File: config.mk
export PLATFORM = sky130hd
export DESIGN_NAME = dram_bank_sched
export DESIGN_NICKNAME = d
export VERILOG_FILES = /design/src/rtl/dbs_pkg.sv /design/src/rtl/dbs_queue.sv /design/src/rtl/dbs_rr_arb.sv /design/src/rtl/dbs_timing.sv /design/src/rtl/dbs_cmpl_pipe.sv /design/src/rtl/dram_bank_sched.sv
export SDC_FILE = /design/constraint.sdc
export NUM_CORES = 2
export LEC_CHECK = 0
export BUFFER_PORTS_ARGS = -buffer_cell sky130_fd_sc_hd__buf_4
export CORE_MARGIN = 2
export CORE_UTILIZATION = 55
export DETAILED_ROUTE_END_ITERATION = 8
export GPL_TIMING_DRIVEN = 1
export PLACE_DENSITY = 0.81
export SKIP_LAST_GASP = 1
export SLEW_MARGIN = 15
export SYNTH_ARGS = -nofsm -noshare
export SYNTH_HDL_FRONTEND = slang
export SYNTH_HIERARCHICAL = 1
export SYNTH_SLANG_ARGS = --single-unit
File: constraint.sdc
create_clock -name clk -period 9.55 [get_ports clk]
set_input_delay 0.955 -clock clk [delete_from_list [all_inputs] [get_ports clk]]
set_output_delay 0.955 -clock clk [all_outputs]
set_load 0.01 [all_outputs]
File: src/rtl/dbs_pkg.sv
package dbs_pkg;
   typedef enum logic {
      OP_RD = 1'b0,
      OP_WR = 1'b1
   } dbs_op_e;

   function automatic bit is_pow2(input int n);
      return (n > 0) && ((n & (n - 1)) == 0);
   endfunction
endpackage

File: src/rtl/dbs_queue.sv
module dbs_queue #(
   parameter int DEPTH = 12,
   parameter int W     = 9
) (
   input  logic         clk,
   input  logic         rst_n,
   input  logic         push,
   input  logic [W-1:0] push_data,
   input  logic         pop,
   output logic [W-1:0] head,
   output logic         empty,
   output logic         full
);
   localparam int PW = (DEPTH > 1) ? $clog2(DEPTH) : 1;
   localparam int CW = $clog2(DEPTH + 1);
   localparam logic [PW-1:0] LAST = PW'(DEPTH - 1);

   logic [W-1:0]  mem [DEPTH];
   logic [PW-1:0] rd_p, wr_p;
   logic [CW-1:0] cnt;

   assign empty = (cnt == '0);
   assign full  = (cnt == CW'(DEPTH));
   assign head  = mem[rd_p];

   always_ff @(posedge clk) begin
      if (push) mem[wr_p] <= push_data;
   end

   always_ff @(posedge clk or negedge rst_n) begin
      if (!rst_n) begin
         rd_p <= '0;
         wr_p <= '0;
         cnt  <= '0;
      end else begin
         if (push) wr_p <= (wr_p == LAST) ? '0 : wr_p + 1'b1;
         if (pop)  rd_p <= (rd_p == LAST) ? '0 : rd_p + 1'b1;
         case ({push, pop})
            2'b10:   cnt <= cnt + 1'b1;
            2'b01:   cnt <= cnt - 1'b1;
            default: cnt <= cnt;
         endcase
      end
   end
endmodule

File: src/rtl/dbs_rr_arb.sv
module dbs_rr_arb #(
   parameter int N = 32
) (
   input  logic                 clk,
   input  logic                 rst_n,
   input  logic [N-1:0]         req,
   output logic                 gnt_valid,
   output logic [$clog2(N)-1:0] gnt_idx
);
   localparam int IW = $clog2(N);

   logic [IW-1:0] ptr;

   always_comb begin
      gnt_valid = 1'b0;
      gnt_idx   = '0;
      for (int o = N - 1; o >= 0; o--) begin
         if (req[ptr + IW'(o)]) begin
            gnt_valid = 1'b1;
            gnt_idx   = ptr + IW'(o);
         end
      end
   end

   always_ff @(posedge clk or negedge rst_n) begin
      if (!rst_n)         ptr <= '0;
      else if (gnt_valid) ptr <= gnt_idx + 1'b1;
   end
endmodule

File: src/rtl/dbs_timing.sv
module dbs_timing #(
   parameter int NQ         = 32,
   parameter int BANK_BITS  = 3,
   parameter int T_BANK     = 11,
   parameter int T_BUS      = 2,
   parameter int T_RANK_GAP = 1,
   parameter int T_RD_WR    = 2
) (
   input  logic                  clk,
   input  logic                  rst_n,
   input  logic                  issue,
   input  logic [$clog2(NQ)-1:0] issue_q,
   input  logic                  issue_wr,
   input  logic [NQ-1:0]         head_wr,
   output logic [NQ-1:0]         elig
);
   localparam int QW   = $clog2(NQ);
   localparam int RKW  = QW - BANK_BITS;
   localparam int SMAX = T_BUS + T_RANK_GAP + T_RD_WR;
   localparam int CW   = $clog2(SMAX + 1);
   localparam int BTW  = $clog2(T_BANK + 1);
   localparam logic [CW-1:0] TH_BUS  = CW'(T_BUS - 1);
   localparam logic [CW-1:0] TH_RANK = CW'(T_BUS + T_RANK_GAP - 1);
   localparam logic [CW-1:0] TH_RW   = CW'(T_BUS + T_RD_WR - 1);

   logic [CW-1:0]  since;
   logic           seen, last_rd;
   logic [RKW-1:0] last_rank;
   logic           bus_ok, rank_hold, rw_hold;

   always_ff @(posedge clk or negedge rst_n) begin
      if (!rst_n) begin
         since     <= '0;
         seen      <= 1'b0;
         last_rd   <= 1'b0;
         last_rank <= '0;
      end else if (issue) begin
         since     <= '0;
         seen      <= 1'b1;
         last_rd   <= (issue_wr == dbs_pkg::OP_RD);
         last_rank <= issue_q[QW-1:BANK_BITS];
      end else if (since != CW'(SMAX)) begin
         since <= since + 1'b1;
      end
   end

   assign bus_ok    = !seen || (since >= TH_BUS);
   assign rank_hold = seen && last_rd && (since < TH_RANK);
   assign rw_hold   = seen && last_rd && (since < TH_RW);

   for (genvar q = 0; q < NQ; q++) begin : g_bank
      localparam logic [QW-1:0]  QID = QW'(q);
      localparam logic [RKW-1:0] RK  = QID[QW-1:BANK_BITS];
      logic [BTW-1:0] busy;

      always_ff @(posedge clk or negedge rst_n) begin
         if (!rst_n)                     busy <= '0;
         else if (issue && issue_q == QID) busy <= BTW'(T_BANK - 1);
         else if (busy != '0)            busy <= busy - 1'b1;
      end

      assign elig[q] = (busy == '0) && bus_ok
                     && !(rw_hold && head_wr[q])
                     && !(rank_hold && !head_wr[q] && (RK != last_rank));
   end
endmodule

File: src/rtl/dbs_cmpl_pipe.sv
module dbs_cmpl_pipe #(
   parameter int LAT = 12,
   parameter int W   = 9
) (
   input  logic         clk,
   input  logic         rst_n,
   input  logic         in_valid,
   input  logic [W-1:0] in_data,
   output logic         out_valid,
   output logic [W-1:0] out_data
);
   logic         v [LAT];
   logic [W-1:0] d [LAT];

   for (genvar s = 0; s < LAT; s++) begin : g_stage
      if (s == 0) begin : g_head
         always_ff @(posedge clk or negedge rst_n) begin
            if (!rst_n) v[0] <= 1'b0;
            else        v[0] <= in_valid;
         end
         always_ff @(posedge clk) d[0] <= in_data;
      end else begin : g_tail
         always_ff @(posedge clk or negedge rst_n) begin
            if (!rst_n) v[s] <= 1'b0;
            else        v[s] <= v[s-1];
         end
         always_ff @(posedge clk) d[s] <= d[s-1];
      end
   end

   assign out_valid = v[LAT-1];
   assign out_data  = d[LAT-1];
endmodule

File: src/rtl/dram_bank_sched.sv
module dram_bank_sched #(
   parameter int ADDR_W     = 32,
   parameter int TAG_W      = 8,
   parameter int N_BANKS    = 8,
   parameter int N_RANKS    = 2,
   parameter int N_DIMMS    = 2,
   parameter int BANK_LSB   = 8,
   parameter int RANK_LSB   = 11,
   parameter int DIMM_LSB   = 12,
   parameter int QDEPTH     = 12,
   parameter int T_BANK     = 11,
   parameter int T_BUS      = 2,
   parameter int T_RANK_GAP = 1,
   parameter int T_RD_WR    = 2,
   parameter int T_CMPL     = 12,
   localparam int BB = $clog2(N_BANKS),
   localparam int RB = $clog2(N_RANKS),
   localparam int DB = $clog2(N_DIMMS),
   localparam int QW = BB + RB + DB
) (
   input  logic              clk,
   input  logic              rst_n,
   input  logic              req_valid,
   output logic              req_ready,
   input  logic [ADDR_W-1:0] req_addr,
   input  logic              req_wr,
   input  logic [TAG_W-1:0]  req_tag,
   output logic              cmd_valid,
   output logic              cmd_wr,
   output logic [QW-1:0]     cmd_queue,
   output logic [TAG_W-1:0]  cmd_tag,
   output logic              cpl_valid,
   output logic              cpl_wr,
   output logic [TAG_W-1:0]  cpl_tag
);
   localparam int NQ = 1 << QW;
   localparam int EW = TAG_W + 1;

   if (!dbs_pkg::is_pow2(N_BANKS) || !dbs_pkg::is_pow2(N_RANKS) || !dbs_pkg::is_pow2(N_DIMMS)
       || N_BANKS < 2 || N_RANKS < 2 || N_DIMMS < 2)
      $error("bank, rank and DIMM counts must be powers of two, each at least 2");
   if (BANK_LSB + BB > ADDR_W || RANK_LSB + RB > ADDR_W || DIMM_LSB + DB > ADDR_W)
      $error("address field lies outside the address width");
   if (QDEPTH < 2 || T_BANK < 1 || T_BUS < 1 || T_CMPL < 1)
      $error("queue depth and timing parameters out of range");

   logic [QW-1:0] dec_q;
   logic [NQ-1:0] q_empty, q_full, q_push, q_pop, head_wr, elig;
   logic [EW-1:0] heads [NQ];
   logic          gnt_valid;
   logic [QW-1:0] gnt_idx;

   assign dec_q = {req_addr[DIMM_LSB +: DB], req_addr[RANK_LSB +: RB], req_addr[BANK_LSB +: BB]};
   assign req_ready = !q_full[dec_q];

   for (genvar q = 0; q < NQ; q++) begin : g_q
      assign q_push[q]  = req_valid && req_ready && (dec_q == QW'(q));
      assign q_pop[q]   = gnt_valid && (gnt_idx == QW'(q));
      assign head_wr[q] = heads[q][EW-1];

      dbs_queue #(.DEPTH(QDEPTH), .W(EW)) fifo_i (
         .clk      (clk),
         .rst_n    (rst_n),
         .push     (q_push[q]),
         .push_data({req_wr, req_tag}),
         .pop      (q_pop[q]),
         .head     (heads[q]),
         .empty    (q_empty[q]),
         .full     (q_full[q])
      );
   end

   dbs_timing #(
      .NQ(NQ), .BANK_BITS(BB), .T_BANK(T_BANK), .T_BUS(T_BUS),
      .T_RANK_GAP(T_RANK_GAP), .T_RD_WR(T_RD_WR)
   ) timing_i (
      .clk     (clk),
      .rst_n   (rst_n),
      .issue   (gnt_valid),
      .issue_q (gnt_idx),
      .issue_wr(cmd_wr),
      .head_wr (head_wr),
      .elig    (elig)
   );

   dbs_rr_arb #(.N(NQ)) arb_i (
      .clk      (clk),
      .rst_n    (rst_n),
      .req      (~q_empty & elig),
      .gnt_valid(gnt_valid),
      .gnt_idx  (gnt_idx)
   );

   assign cmd_valid = gnt_valid;
   assign cmd_queue = gnt_idx;
   assign cmd_wr    = heads[gnt_idx][EW-1];
   assign cmd_tag   = heads[gnt_idx][TAG_W-1:0];

   dbs_cmpl_pipe #(.LAT(T_CMPL), .W(EW)) cpl_i (
      .clk      (clk),
      .rst_n    (rst_n),
      .in_valid (gnt_valid),
      .in_data  ({cmd_wr, cmd_tag}),
      .out_valid(cpl_valid),
      .out_data ({cpl_wr, cpl_tag})
   );
endmodule

# Yosys cells after proc, flatten, opt, wreduce, memory -nomap -nowiden
# Memory sizes are Yosys's and may differ from the RTL's.
# Cells that the tools add are included.
# word_totals
register_bits	536
ram_bits	3564
inputBits	44
wordCells	1520
mem_count	33
# memory_table
memory	depth	width	read_ports	rd_ports_with_merged_regs	wr	line_no	text
cpl_i.d	12	9	12	0	12	dbs_cmpl_pipe.sv:13	logic [W-1:0] d [LAT];
g_q[0].fifo_i.mem	12	9	1	0	1	dbs_queue.sv:18	logic [W-1:0] mem [DEPTH];
g_q[10].fifo_i.mem	12	9	1	0	1	dbs_queue.sv:18	
g_q[11].fifo_i.mem	12	9	1	0	1	dbs_queue.sv:18	
g_q[12].fifo_i.mem	12	9	1	0	1	dbs_queue.sv:18	
g_q[13].fifo_i.mem	12	9	1	0	1	dbs_queue.sv:18	
+27 memories	n/a	n/a	n/a	n/a	n/a	n/a	
# classes
add_sub_neg	193
order_cmp	37
eq_ne	226
n_mux	359
n_bitwise	4
reduce_logical	523
# op_table
operator	count
4-bit 2-to-1 mux	128
4-bit by 1-bit adder with 4-bit output (second input constant)	96
4-bit == test (second input constant)	96
1-bit logical AND	260
4-bit logical NOT	64
4-bit one-hot mux with 2 select lines	32
4-bit by 1-bit subtractor with 4-bit output (second input constant)	64
5-bit by 6-bit less-than comparator with 1-bit output (second input constant)	33
1-bit binary-select mux with 5-bit select	33
5-bit == test (second input constant)	32
5-bit 2-to-1 mux	32
2-bit nonzero test	66
1-bit 2-to-1 mux	129
4-bit nonzero test	32
1-bit logical NOT	98
5-bit adder (second input constant)	16
5-bit by 4-bit == test with 1-bit output (second input constant)	16
2-bit by 1-bit == test with 1-bit output (second input constant)	32
2-bit == test (second input constant)	32
9-bit binary-select mux with 5-bit select	1
5-bit by 4-bit adder with 5-bit output (second input constant)	8
5-bit by 3-bit == test with 1-bit output (second input constant)	8
32-bit AND	1
32-bit inverter	1
18 further kinds	32

# Logic depth before layout (Yosys ltp)
# depth
ltp_word	46
ltp_mapped	35
ltp_nobuf	28

# Hierarchy
# The synthesis kept the hierarchy.
# by_module_without_submodules
module	instances	cells_each	area_per_inst_um2	seq_area_each_um2
dbs_queue at g_q[0].fifo_i ...	27	291	4993.5	3543.4
dbs_queue at g_q[5].fifo_i ...	5	290	4996.0	3543.4
dbs_timing	1	789	7696.1	3378.2
dbs_rr_arb	1	847	7069.3	125.1
dram_bank_sched	1	378	3355.7	0.0
dbs_cmpl_pipe	1	129	2529.9	2462.4

# Least setup slack after synthesis
# No wires, ideal clock.
# synth_timing
path_kind	register to register
start	register timing_i.since[1]
end	register g_q[17].fifo_i.cnt[2]
setup_time_ns	0.125
arrival_time_ns	7.345
required_ns	9.425
slack_ns	2.080
stages_incl_launch_ff	33
n_path_buf	8
period_less_slack_ns	7.470
path_cell_list	dfrtp_1 -> buf_2 -> buf_1 -> inv_1 -> ha_1 -> or4_1 -> clkbuf_1 -> buf_2 -> o211a_1 -> nor2b_1 -> mux4_1 -> mux4_2 -> a211oi_4 -> nand3_4 -> or2_0 -> and2_1 -> o41ai_2 -> a31oi_1 -> inv_1 -> buf_6 -> buf_6 -> buf_4 -> buf_4 -> nor2b_1 -> nand3_1 -> nor2_1 -> ha_1 -> xor2_1 -> ha_1 -> a21oi_1 -> xor2_1 -> nor2_1 -> xor2_1
# synth_between
elab_chain_len	45
# synth_rtl
item	line_no	text
from (decl)	dbs_timing.sv:26	logic [CW-1:0] since;
from (signal assigned)	dbs_timing.sv:43	since <= since + 1'b1;
3-bit by 2-bit less-than comparator with 1-bit output (on tied branches)	dbs_timing.sv:49, dbs_timing.sv:48	
1-bit logical AND (on tied branches)	dbs_timing.sv:49, dbs_timing.sv:48	
1-bit logical AND (on tied branches)	dbs_timing.sv:63, dbs_timing.sv:64	
1-bit logical NOT or 1-bit logical AND (tied branches)	dbs_timing.sv:63, dbs_timing.sv:64	
1-bit logical AND or 1-bit logical NOT (tied branches)	dbs_timing.sv:63, dbs_timing.sv:64	
1-bit logical AND *	dbs_timing.sv:64	&& !(rank_hold && !head_wr[q] && (RK != last_rank));
net elig[28]	dram_bank_sched.sv:48	logic [NQ-1:0] q_empty, q_full, q_push, q_pop, head_wr, elig;
32-bit AND *	dram_bank_sched.sv:89	.req (~q_empty & elig),
(+2 left out)	n/a	
5-bit 2-to-1 mux (31 in series)	dbs_rr_arb.sv:18	if (req[ptr + IW'(o)]) begin
5-bit 2-to-1 mux *	dbs_rr_arb.sv:18	
net cmd_queue[0]	dram_bank_sched.sv:30	output logic [QW-1:0] cmd_queue,
5-bit == test *	dram_bank_sched.sv:58	assign q_pop[q] = gnt_valid && (gnt_idx == QW'(q));
1-bit logical AND *	dram_bank_sched.sv:58	
net q_pop[17]	dram_bank_sched.sv:48	
2-bit by 1-bit == test with 1-bit output or 2-bit == test (tied branches)	dbs_queue.sv:38	case ({push, pop})
4-bit one-hot mux with 2 select lines or 2-bit nonzero test (tied branches)	n/a	
to (signal assigned)	dbs_queue.sv:39	2'b10: cnt <= cnt + 1'b1;
to (signal assigned)	dbs_queue.sv:40	2'b01: cnt <= cnt - 1'b1;
to (signal assigned)	dbs_queue.sv:41	default: cnt <= cnt;
to (decl)	dbs_queue.sv:20	logic [CW-1:0] cnt;
# Mark *: on every way through the listed nets, which the timed path passes. The rest lies on a longest branch. The select of a mux whose other input is x is not followed.
# A chain may end at the register's enable or synchronous reset.

# Worst setup path in the final report
# layout_timing
start	register g_q[14].fifo_i.rd_p[2]
end	output cmd_tag[4]
# layout_between
elab_chain_len	45
# layout_rtl
item	line_no	text
from (decl)	dbs_queue.sv:19	logic [PW-1:0] rd_p, wr_p;
from (signal assigned)	dbs_queue.sv:37	if (pop) rd_p <= (rd_p == LAST) ? '0 : rd_p + 1'b1;
memory read 12 x 9 bit *	n/a	
net head_wr[14]	dram_bank_sched.sv:48	
1-bit logical NOT	dbs_timing.sv:64	
1-bit logical AND (2 in series)	dbs_timing.sv:64	
1-bit logical NOT	dbs_timing.sv:64	
1-bit logical AND *	dbs_timing.sv:64	
net elig[14]	dram_bank_sched.sv:48	
32-bit AND *	dram_bank_sched.sv:89	
1-bit binary-select mux with 5-bit select	dbs_rr_arb.sv:18	
1-bit 2-to-1 mux (implied by the code)	dbs_rr_arb.sv:18	
5-bit 2-to-1 mux (31 in series)	dbs_rr_arb.sv:18	
5-bit 2-to-1 mux *	dbs_rr_arb.sv:18	
5-bit inverter with 6-bit output (implied by the code) *	dram_bank_sched.sv:97	assign cmd_tag = heads[gnt_idx][TAG_W-1:0];
9-bit binary-select mux with 5-bit select *	dram_bank_sched.sv:97	
9-bit 2-to-1 mux (implied by the code) * (2 in series)	dram_bank_sched.sv:97	
to (decl)	dram_bank_sched.sv:31	output logic [TAG_W-1:0] cmd_tag,
# Marked as above.

==> results.md <==
- Yosys reg bits: between 4000 and 5000
- Reg-to-reg slack, setup: ~980 ps
- GPL Wtd Cong: around 0.96
- Full die area: about 330000 µm²
- Setup TNS: 0 ps
- Fin. max-slew vios: 0
- Crit-path max cell delay: 730 ps
- Average vias per placed instance: about 6.3
- Commonest non-fill, non-tap cell in the layout: edfxtp_1
- Initial antenna violation count: 17
- R2R Path End: g_q[1].fifo_i/cnt[2]
- Dpl hpwl: 276000 µm
- GRT Total Usage: 0.257
- TritonRoute pass-1 iters: 8
- TritonCTS Buffers: slightly below 400
- Startpoint types: flip-flop
- Avg WL per Cell: roughly 27 µm
- Measured slew at the worst slew-check pin: 1350 ps
- Finish-stage setup viols: 0
- DIE HEIGHT: 577 µm
- Dominant synthesized flop cell: edfxtp_1
- Via count: approximately 100k
- Ports: 70
- Clock root buffer: clkbuf_16
- Rel. slew slack: 0.0938
- Largest net degree at the start of global routing: ~180
- Status: complete, no violations
- Final core utilization: 0.609
- Worst R2R Start: g_q[6].fifo_i/rd_p[0]
- Post-synth cell types: 110
- RSZ-0062 raised after global routing: true
- CP Capture Type: output pin
- Post-synthesis async set-or-reset flop share: 0.131
- I/O Buffers: 42
- Max clock buf depth: 4
- Critical path destination: cmd_tag[4]
- CTS H-Tree Depth: 5
- Post-layout min period: ~9500 ps
- Vias in the first global route: about 100k
- Max FO, Critical Path: 20
- EDFF count, synth: about 3500
- GR Overflow Total: 0
- Critical path class: flip-flop to output pin
- Achievable clock frequency: about 110 MHz
- VDD IR-drop max: approximately 570 µV
- CP startpoint: g_q[14].fifo_i/rd_p[2]
- Tcrit/Tclk final: 0.991
- Antenna viol nets, final: 0
- Initial DRC count: 12700
- Pwr Total: between 0.07 and 0.08 W
- Sequential share of the synthesized area: 0.661
- Die width: approximately 580 µm
- DRC Markers: 0
- CTS tree: yes
- Synth-to-layout area growth: 10.4%
- Slowest CP cell: mux4_2
- Starting Density: 0.552
- Syn avg cell area: ~16 µm²
- Clock skew: approximately 74 ps
- CORE AREA: ~330000 µm²
- Crit-path most repeated cell: mux4_2
- Most frequent cells in the layout: 3456 x edfxtp_1, 773 x nand2_1, 739 x mux2i_1
- Leakage: slightly below 70 nW
- CTS Sinks: 4100
- Post-Syn Instances: between 10000 and 15000
- Worst EP arrival: about 8500 ps
- Routed WL: roughly 440000 µm
- Synth Warn #: 6
- Synth Cell Area: about 180000 µm²
- PwrDens: between 300 and 400 nW/µm²
- Clk_lat worst skew: 990 ps
- # nets final: 12100
- Hold crit path type: flip-flop to flip-flop
- Final hold vios: 0
- CTS clk-pin slew, worst paths: roughly 60 ps
- CP required: around 8600 ps
- Fraction of layout cells with a size suffix above 1: 0.189
- Worst Reg-to-Reg Cells: 31
- Post-synthesis net count: approximately 12000
- First-pass GRT wire length: approximately 650000 µm
- Row Count: 210
- Max-cap viol count: 0
logic make-up (layout without fill, tap and decap cells):
logic type      after synthesis  after routing  synth area share
buf+inv                     870           1481            0.0311
fa+ha+maj                   326            326            0.0226
flops                      4100           4100             0.661
compound gates             1826           1827            0.0745
simple gates               2216           2216            0.0597
mux                        1859           1859             0.138
xor+xnor                    253            253            0.0124
other cells                   0              5                 0
per-layer routing:
layer | global-route usage | part of all wire
met1 | 0.345 | 0.38
met2 | 0.419 | 0.48
met3 | 0.0427 | 0.091
met4 | 0.108 | 0.046
met5 | 0 | 0.00013
power by group:
part           total (W)  internal [W]  switching [W]
Combinational     0.0320        0.0121         0.0199
Sequential        0.0226        0.0207        0.00188
Clock             0.0159       0.00918        0.00670
timing repair:
| action | 4_1_cts | 5_1_grt |
|---|---|---|
| hold buffers | 1 | 0 |
| endpoints found under the hold margin | 15 | 0 |
| gates resized for setup | 41 | 67 |
| gates cloned | 0 | 1 |
| setup buffers | 0 | 1 |
| endpoints found under the setup margin | 9 | 9 |
| pin swaps | 1 | 3 |
cell type report:
type,count,area (µm²)
flip-flops and latches,4100,119000
well taps,4346,5440
fillers,22400,128000
multi-input cells,6481,56000
clock buffers,523,10800
clock inverters,209,2470
inverters,233,882
repair buffers,516,4150
diodes,5,12.5
stage by stage:
step                      cells  worst slack (ps)  hold WS [ps]  cell area (µm²)
after CTS                 16400              2.13           313           199000
final                     16400              87.7           322           199000
after global placement    15700               651           310           185000
after floorplan           11500              2080           310           180000
after global routing      16400             -62.0           319           199000
after detailed placement  15700               506           312           185000
Yosys cell counts (128+ instances only):
| master | n | area (µm²) |
|---|---|---|
| buf_2 | 166 | 831 |
| o221ai_1 | 237 | 2080 |
| nor3_1 | 270 | 1350 |
| inv_1 | 225 | 845 |
| edfxtp_1 | 3456 | 104000 |
| nand2b_1 | 159 | 995 |
| o21ai_1 | 313 | 1570 |
| xor2_1 | 128 | 1120 |
| a22oi_1 | 248 | 1860 |
| a21oi_1 | 132 | 661 |
| mux2_2 | 404 | 4550 |
| nand2_1 | 774 | 2910 |
| o21ai_0 | 264 | 1320 |
| mux4_2 | 344 | 7750 |
| mux2_1 | 292 | 3290 |
| mux2i_1 | 745 | 7460 |
| nor2_1 | 462 | 1730 |
| ha_1 | 326 | 4080 |
| clkbuf_1 | 138 | 518 |
| dfrtp_1 | 536 | 13400 |
flip-flops by register name, summed over array words and instances, names as in the netlist:
name	flops
g_q.fifo_i/mem	3456
g_q.fifo_i/cnt	128
g_q.fifo_i/rd_p	128
g_q.fifo_i/wr_p	128
timing_i/g_bank.busy	128
cpl_i/d	108
cpl_i/v	11
arb_i/ptr	5
timing_i/since	3
timing_i/last_rank	2
cpl_i/out_valid	1
timing_i/last_rd	1
timing_i/seen	1
how the worst min path moves through the flow:
stage | from | end | slack [ps] | cells after the start
3_3_place_gp | cpl_i/d[2][15] | cpl_i/d[2][24] | 310 | 0
6_report | cpl_i/d[0][14] | cpl_i/d[0][23] | 320 | 0
5_1_grt | cpl_i/d[1][9] | cpl_i/d[1][18] | 320 | 0
3_5_place_dp | cpl_i/d[2][22] | cpl_i/d[2][31] | 310 | 0
4_1_cts | cpl_i/d[1][9] | cpl_i/d[1][18] | 310 | 0
2_1_floorplan | cpl_i/d[0][1] | cpl_i/d[0][10] | 310 | 0
worst max-delay path, delay by kind of cell, from the launching register on:
kind                   cells  cell delay, ps
multiplexers               4            2020
AND/OR/NAND/NOR            7            1810
buffers and inverters      5            1160
flip-flops                 1             570
AO/OA/AOI/OAI              9            1850
Power figures use the tool's default switching activity.
